### src/rtl/polar_enc_pkg.sv
package polar_enc_pkg;

    // Default code length exponent: N = 2**POLAR_LOG_N.
    localparam int unsigned POLAR_LOG_N = 5;

    // Reverse the lowest 'bits' bits of an index.
    function automatic int unsigned rev_index(input int unsigned idx, input int unsigned bits);
        int unsigned r;
        r = 0;
        for (int unsigned b = 0; b < bits; b++) begin
            if (((idx >> b) & 1) != 0) begin
                r = r | (1 << (bits - 1 - b));
            end
        end
        return r;
    endfunction

endpackage

### src/rtl/polar_kernel_stage.sv
// One butterfly stage: every kernel pairs lines LO and LO+SPAN.
// The lower-index line gets the XOR, the higher-index line passes through.
module polar_kernel_stage #(
    parameter int unsigned LOG_N = 5,
    parameter int unsigned STAGE = 1
) (
    input  logic [(1 << LOG_N)-1:0] in_v,
    output logic [(1 << LOG_N)-1:0] out_v
);
    localparam int unsigned N     = 1 << LOG_N;
    localparam int unsigned SPAN  = 1 << (STAGE - 1);
    localparam int unsigned PAIRS = N / 2;

    for (genvar p = 0; p < PAIRS; p++) begin : g_kernel
        localparam int unsigned LO = ((p >> (STAGE - 1)) << STAGE) | (p & (SPAN - 1));
        localparam int unsigned HI = LO + SPAN;
        assign out_v[LO] = in_v[LO] ^ in_v[HI];
        assign out_v[HI] = in_v[HI];
    end
endmodule

### src/rtl/polar_bitrev_map.sv
// Pure wiring: output position k takes network line rev(k).
module polar_bitrev_map #(
    parameter int unsigned LOG_N = 5
) (
    input  logic [(1 << LOG_N)-1:0] nat_v,
    output logic [(1 << LOG_N)-1:0] rev_v
);
    localparam int unsigned N = 1 << LOG_N;

    for (genvar k = 0; k < N; k++) begin : g_wire
        localparam int unsigned SRC = polar_enc_pkg::rev_index(k, LOG_N);
        assign rev_v[k] = nat_v[SRC];
    end
endmodule

### src/rtl/polar_enc_full.sv
module polar_enc_full #(
    parameter int unsigned LOG_N = polar_enc_pkg::POLAR_LOG_N
) (
    input  logic                    clk,
    input  logic                    rst,
    input  logic                    valid_i,
    input  logic [(1 << LOG_N)-1:0] data_i,
    output logic                    valid_o,
    output logic [(1 << LOG_N)-1:0] code_o
);
    localparam int unsigned N = 1 << LOG_N;

    typedef logic [N-1:0] word_t;

    typedef struct packed {
        logic  vld;
        word_t code;
    } out_reg_t;

    // Line values between stages; line_w[0] is the raw input.
    word_t line_w [LOG_N+1];
    word_t mapped_w;

    assign line_w[0] = data_i;

    for (genvar s = 1; s <= LOG_N; s++) begin : g_stage
        polar_kernel_stage #(
            .LOG_N (LOG_N),
            .STAGE (s)
        ) u_stage (
            .in_v  (line_w[s-1]),
            .out_v (line_w[s])
        );
    end

    polar_bitrev_map #(
        .LOG_N (LOG_N)
    ) u_map (
        .nat_v (line_w[LOG_N]),
        .rev_v (mapped_w)
    );

    out_reg_t out_d, out_q;

    always_comb begin
        out_d     = out_q;
        out_d.vld = valid_i;
        if (valid_i) begin
            out_d.code = mapped_w;
        end
        if (rst) begin
            out_d = '0;
        end
    end

    always_ff @(posedge clk) begin
        out_q <= out_d;
    end

    assign valid_o = out_q.vld;
    assign code_o  = out_q.code;
endmodule

### config.mk
export PLATFORM = sky130hd
export DESIGN_NAME = polar_enc_full
export DESIGN_NICKNAME = d
export VERILOG_FILES = /design/src/rtl/polar_enc_pkg.sv /design/src/rtl/polar_kernel_stage.sv /design/src/rtl/polar_bitrev_map.sv /design/src/rtl/polar_enc_full.sv
export SDC_FILE = /design/constraint.sdc
export NUM_CORES = 1
export LEC_CHECK = 0
export BUFFER_PORTS_ARGS = -buffer_cell sky130_fd_sc_hd__buf_2
export CELL_PAD_IN_SITES_DETAIL_PLACEMENT = 1
export CELL_PAD_IN_SITES_GLOBAL_PLACEMENT = 2
export CORE_UTILIZATION = 28
export CTS_BUF_LIST = sky130_fd_sc_hd__clkbuf_8
export CTS_CLUSTER_SIZE = 24
export DETAILED_ROUTE_END_ITERATION = 12
export GPL_TIMING_DRIVEN = 0
export PLACE_DENSITY_LB_ADDON = 0.1
export SLEW_MARGIN = 20
export SYNTH_ARGS = -nofsm -noshare
export SYNTH_HDL_FRONTEND = slang
export SYNTH_SLANG_ARGS = --single-unit
### constraint.sdc
create_clock -name clk -period 1.67 [get_ports clk]
set_input_delay 0.334 -clock clk [delete_from_list [all_inputs] [get_ports clk]]
set_output_delay 0.334 -clock clk [all_outputs]
set_load 0.01 [all_outputs]
-- After elaboration in Yosys (flattened, before gate mapping)
Index checks and enable logic that the tools add are counted.
- bitwise operators: 80
- operators with widths (kind ; number):
    1-bit XOR ; 80
- logic and storage cells: 82
- output and inout bits: 33
- register bits: 33
- input port bits: 35

-- Longest topological paths before layout
- depth after elaboration: 5
- gate-level depth with buffers: 7
- gate-level depth less buffers: 6

-- By module
Synthesis repeated with hierarchy kept, for this count alone.
- cell total of the unflattened synthesis: 298
- area total of the unflattened synthesis: 2743.9 µm²
- modules (own cells, without submodules) (module ; area each (µm²) ; sequential area each (µm²) ; cells each ; instances):
    polar_kernel_stage ; 260.2 ; 0.0 ; 32 ; 5
    polar_enc_full ; 1202.4 ; 660.6 ; 106 ; 1
    polar_bitrev_map ; 240.2 ; 0.0 ; 32 ; 1

-- Worst setup path after synthesis
No wires, ideal clock.
- path type: input -> register
- start point: input data_i[31]
- end point: register out_q, in the netlist code_o[0]
- buffers on the path: 1
- arrival: 1.588 ns
- data required time: 1.591 ns
- library setup time: 0.079 ns
- stages on the path: 7
- path slack: 0.003 ns
- cells stage by stage: buf_6 xnor2_4 xnor2_4 xnor2_2 xnor2_2 xnor2_1 a211oi_2
- word-level cells in the longest chain between the ends: 5
- RTL lines (what ; RTL line ; text):
    start, declared ; polar_enc_full.sv:7 ; input logic [(1 << LOG_N)-1:0] data_i,
    1-bit XOR (5 in series) ; polar_kernel_stage.sv:17 ; assign out_v[LO] = in_v[LO] ^ in_v[HI];
    end signal, assigned ; polar_enc_full.sv:57 ; out_q <= out_d;
    end, declared ; polar_enc_full.sv:43 ; out_reg_t out_d, out_q;
Every way passes these cells.
A chain may end at the register's enable or synchronous reset.

-- Final worst setup path
- start point: input data_i[15]
- end point: register out_q, in the netlist code_o[0]
The elaborated chain is that of the path after synthesis.

==> results by group <==
Run status
  – Status: completed

Critical path
  – Origin of the worst setup path: data_i[15]
  – Crit. End Element: flop
  – CP arrival: 1.71 ns
  – Setup Crit Path Kind: in2reg
  – Type of origin of the critical path: primary input
  – Critical path fanouts, max: 5
  – R2r startpoint: code_o[22]
  – Critical Path RT: 1.89 ns

STA
  – Layout Skew: 0 ns
  – Pins Over Slew Limit: 0
  – Fin crit period: roughly 1.5 ns
  – Worst-Margin Slew: 0.645 ns
  – Max Clk Rate: 669 MHz
  – Slew HR: 0.570
  – Hold Violations, Final: 0
  – Setup repair after global routing missed its margin: false
  – Period utilization: 0.895
  – Setup Viol. Count Final: 0

Logic synthesis
  – Avg Inst Size Synth: 10.1 um2
  – Top cell type's share of synthesized area: 0.340
  – Synth top area cells: dfxtp_1 (34%), xnor2_1 (27%), a211oi_1 (9.7%), nor2_1 (6.2%), xnor2_4 (5.7%)
  – Mapped Area: 1940 um2
  – Predominant post-synthesis flop cell: dfxtp_1
  – #FFs+latches synth: 33
  – Top cells by count, synth: xnor2_1 (59), dfxtp_1 (33), nor2_1 (32)
  – Most frequent cell after synthesis: xnor2_1
  – Largest area contributor in the netlist: dfxtp_1
  – Async SR Flop Fraction: 0
  – Warnings from Yosys: 0
  – Sequential share of the synthesized area: 0.340
  – Post-synth EDFFs: 0
  – Cell count after synthesis: 192
  – Syn Nets: 227
  – Synth unique cells: 13

Route
  – DRT antenna net count: 0
  – Drt wl/cell: 15.0 um
  – DR DRC count: 0
  – Vias: between 1,500 and 2,000
  – Vias/cell: 4.45
  – Final wirelength: 5090 um
  – Iter 0 DRT Violations: 33
  – Initial DRT Pass Iterations: 4

Finish
  – Ant diodes: 0
  – Share of layout cells above drive strength 1: 0.327
  – Design area: 2480 um2
  – NumNets Final: 297
  – Register Area: approximately 660 um2
  – Non-filler cells in the finished layout: 340
  – Fillcell total: approximately 800
  – Area of the multi-input gates: 1230 um2
  – Area delta synth->final: 27.9%

Placed design
  – Buffers on Ports: 63
  – Routability cong.: 0.753
  – Dpl cells: 332
  – Area post-placement: roughly 2400 um2
  – Post-DP HPWL: 4160 um

CTS
  – Clock Latency Late Sink: 0.29 ns
  – CTS tree: yes
  – H-tree depth: 2
  – Postcts setup bufs: 0
  – CTS Sinks: 33
  – Clock slew at reported path FFs: 0.07 ns
  – Root Buffer: clkbuf_8
  – Clock buffer depth: 2
  – TritonCTS Buffers: 5

Power and ir drop
  – Pwr Density: 1150 nW/um2
  – Lkg Pwr: 1.02 nW
  – Worst vdd ir: 0.390 mV

Worst hold path
  – Hold path start: rst
  – Path category of the worst min-delay check: in2reg

Floorplan
  – Die Span Y: 85.3 um
  – Row Count: 29
  – Ports: just under 70
  – Core area: 6530 um2
  – Initial Util: 0.297
  – Die Area: 7270 um2
  – Die Width: 85.3 um

Global routing
  – First-pass GRT wire length: 8150 um
  – GR Util All Layers: 0.150
  – Total gr overflow: 0
  – Vias in the first global route: about 1,500
  – Pin count of the biggest net entering global routing: 13
  – Initial antenna violation count: 0

Run
  – Number of max-cap violations: 0
[logic make-up after synthesis]
| family | count (synthesis) | share of synthesized area |
|---|---|---|
| DFF | 33 | 0.340 |
| xor gates and xnor gates | 81 | 0.427 |
| AOI/OAI and AO/OA | 26 | 0.103 |
| muxes | 6 | 0.0309 |
| buffers and inverters | 13 | 0.0329 |
| and+or+nand+nor | 33 | 0.0651 |
[cells in the final DEF, fill, tap and decap left out]
cell type,instances
clkbuf_8,5
nor2_1,32
xnor2_1,57
nor2b_1,1
dfxtp_1,33
xor2_2,1
a211oi_1,25
clkbuf_1,11
xnor2_4,4
mux2i_1,6
a211oi_2,1
clkinvlp_4,1
bufinv_16,1
buf_2,63
buf_6,2
xnor2_2,7
xor2_1,12
clkinv_4,1
[final timing paths]
kind	slack [ns]	endpoint	depth (start not counted)
worst max-delay path	0.17	code_o[0]	7
worst min register to register	0.49	code_o[11]	2
worst min-delay path	0.34	valid_o	2
worst max register to register	0.96	code_o[22]	2
[worst max-delay path, stage by stage]
cell	delay (ns)
buf_6	0.13
xnor2_4	0.17
xnor2_1	0.36
xnor2_2	0.19
xor2_1	0.22
xnor2_1	0.10
a211oi_2	0.21
[flip-flops by register name (all words and copies together), names as in the netlist]
| name | cells |
|---|---|
| valid_o | 1 |
| code_o | 32 |
[report_power, final]
group	internal (W)	switching (W)	leakage [nW]
combinational	0.000539	0.000573	0.695
sequential	0.000901	0.0000551	0.274
clock	0.000447	0.000337	0.0543
[timing repair]
item	4_1_cts	5_1_grt
hold endpoints to repair	0	0
pin swaps	0	0
gates resized for setup	1	1
endpoints found under the setup margin	1	1
hold buffers	0	0
[stage by stage]
stage,hold slack [ns],total power [W],util,setup WS [ns],setup TNS [ns]
2_1_floorplan,0.505,0.00179,-,0.00284,0
3_3_place_gp,0.476,0.00210,0.360,-0.335,-1.22
3_5_place_dp,0.479,0.00211,0.360,-0.349,-1.70
4_1_cts,0.346,0.00291,0.379,0.0613,0
5_1_grt,0.366,0.00302,0.380,0.0293,0
6_report,0.344,0.00285,0.380,0.175,0
[layout make-up]
| cell class | count | share of cell area |
|---|---|---|
| well taps | 77 | 0.0388 |
| repair buffers | 63 | 0.127 |
| clock buffers | 5 | 0.0277 |
| multi-input cells | 146 | 0.496 |
| clock inverters | 3 | 0.0186 |
| plain buffers | 13 | 0.0257 |
| flip-flops and latches | 33 | 0.266 |
[per-layer routing]
metal	global-route usage	wire length [um]	up-vias
met5	0	0	-
met4	0.0545	76	0
met3	0.0302	224	7
met2	0.249	2410	41
met1	0.193	2380	698
li1	-	-	767
Note: power is estimated with default switching activity, not from simulation.
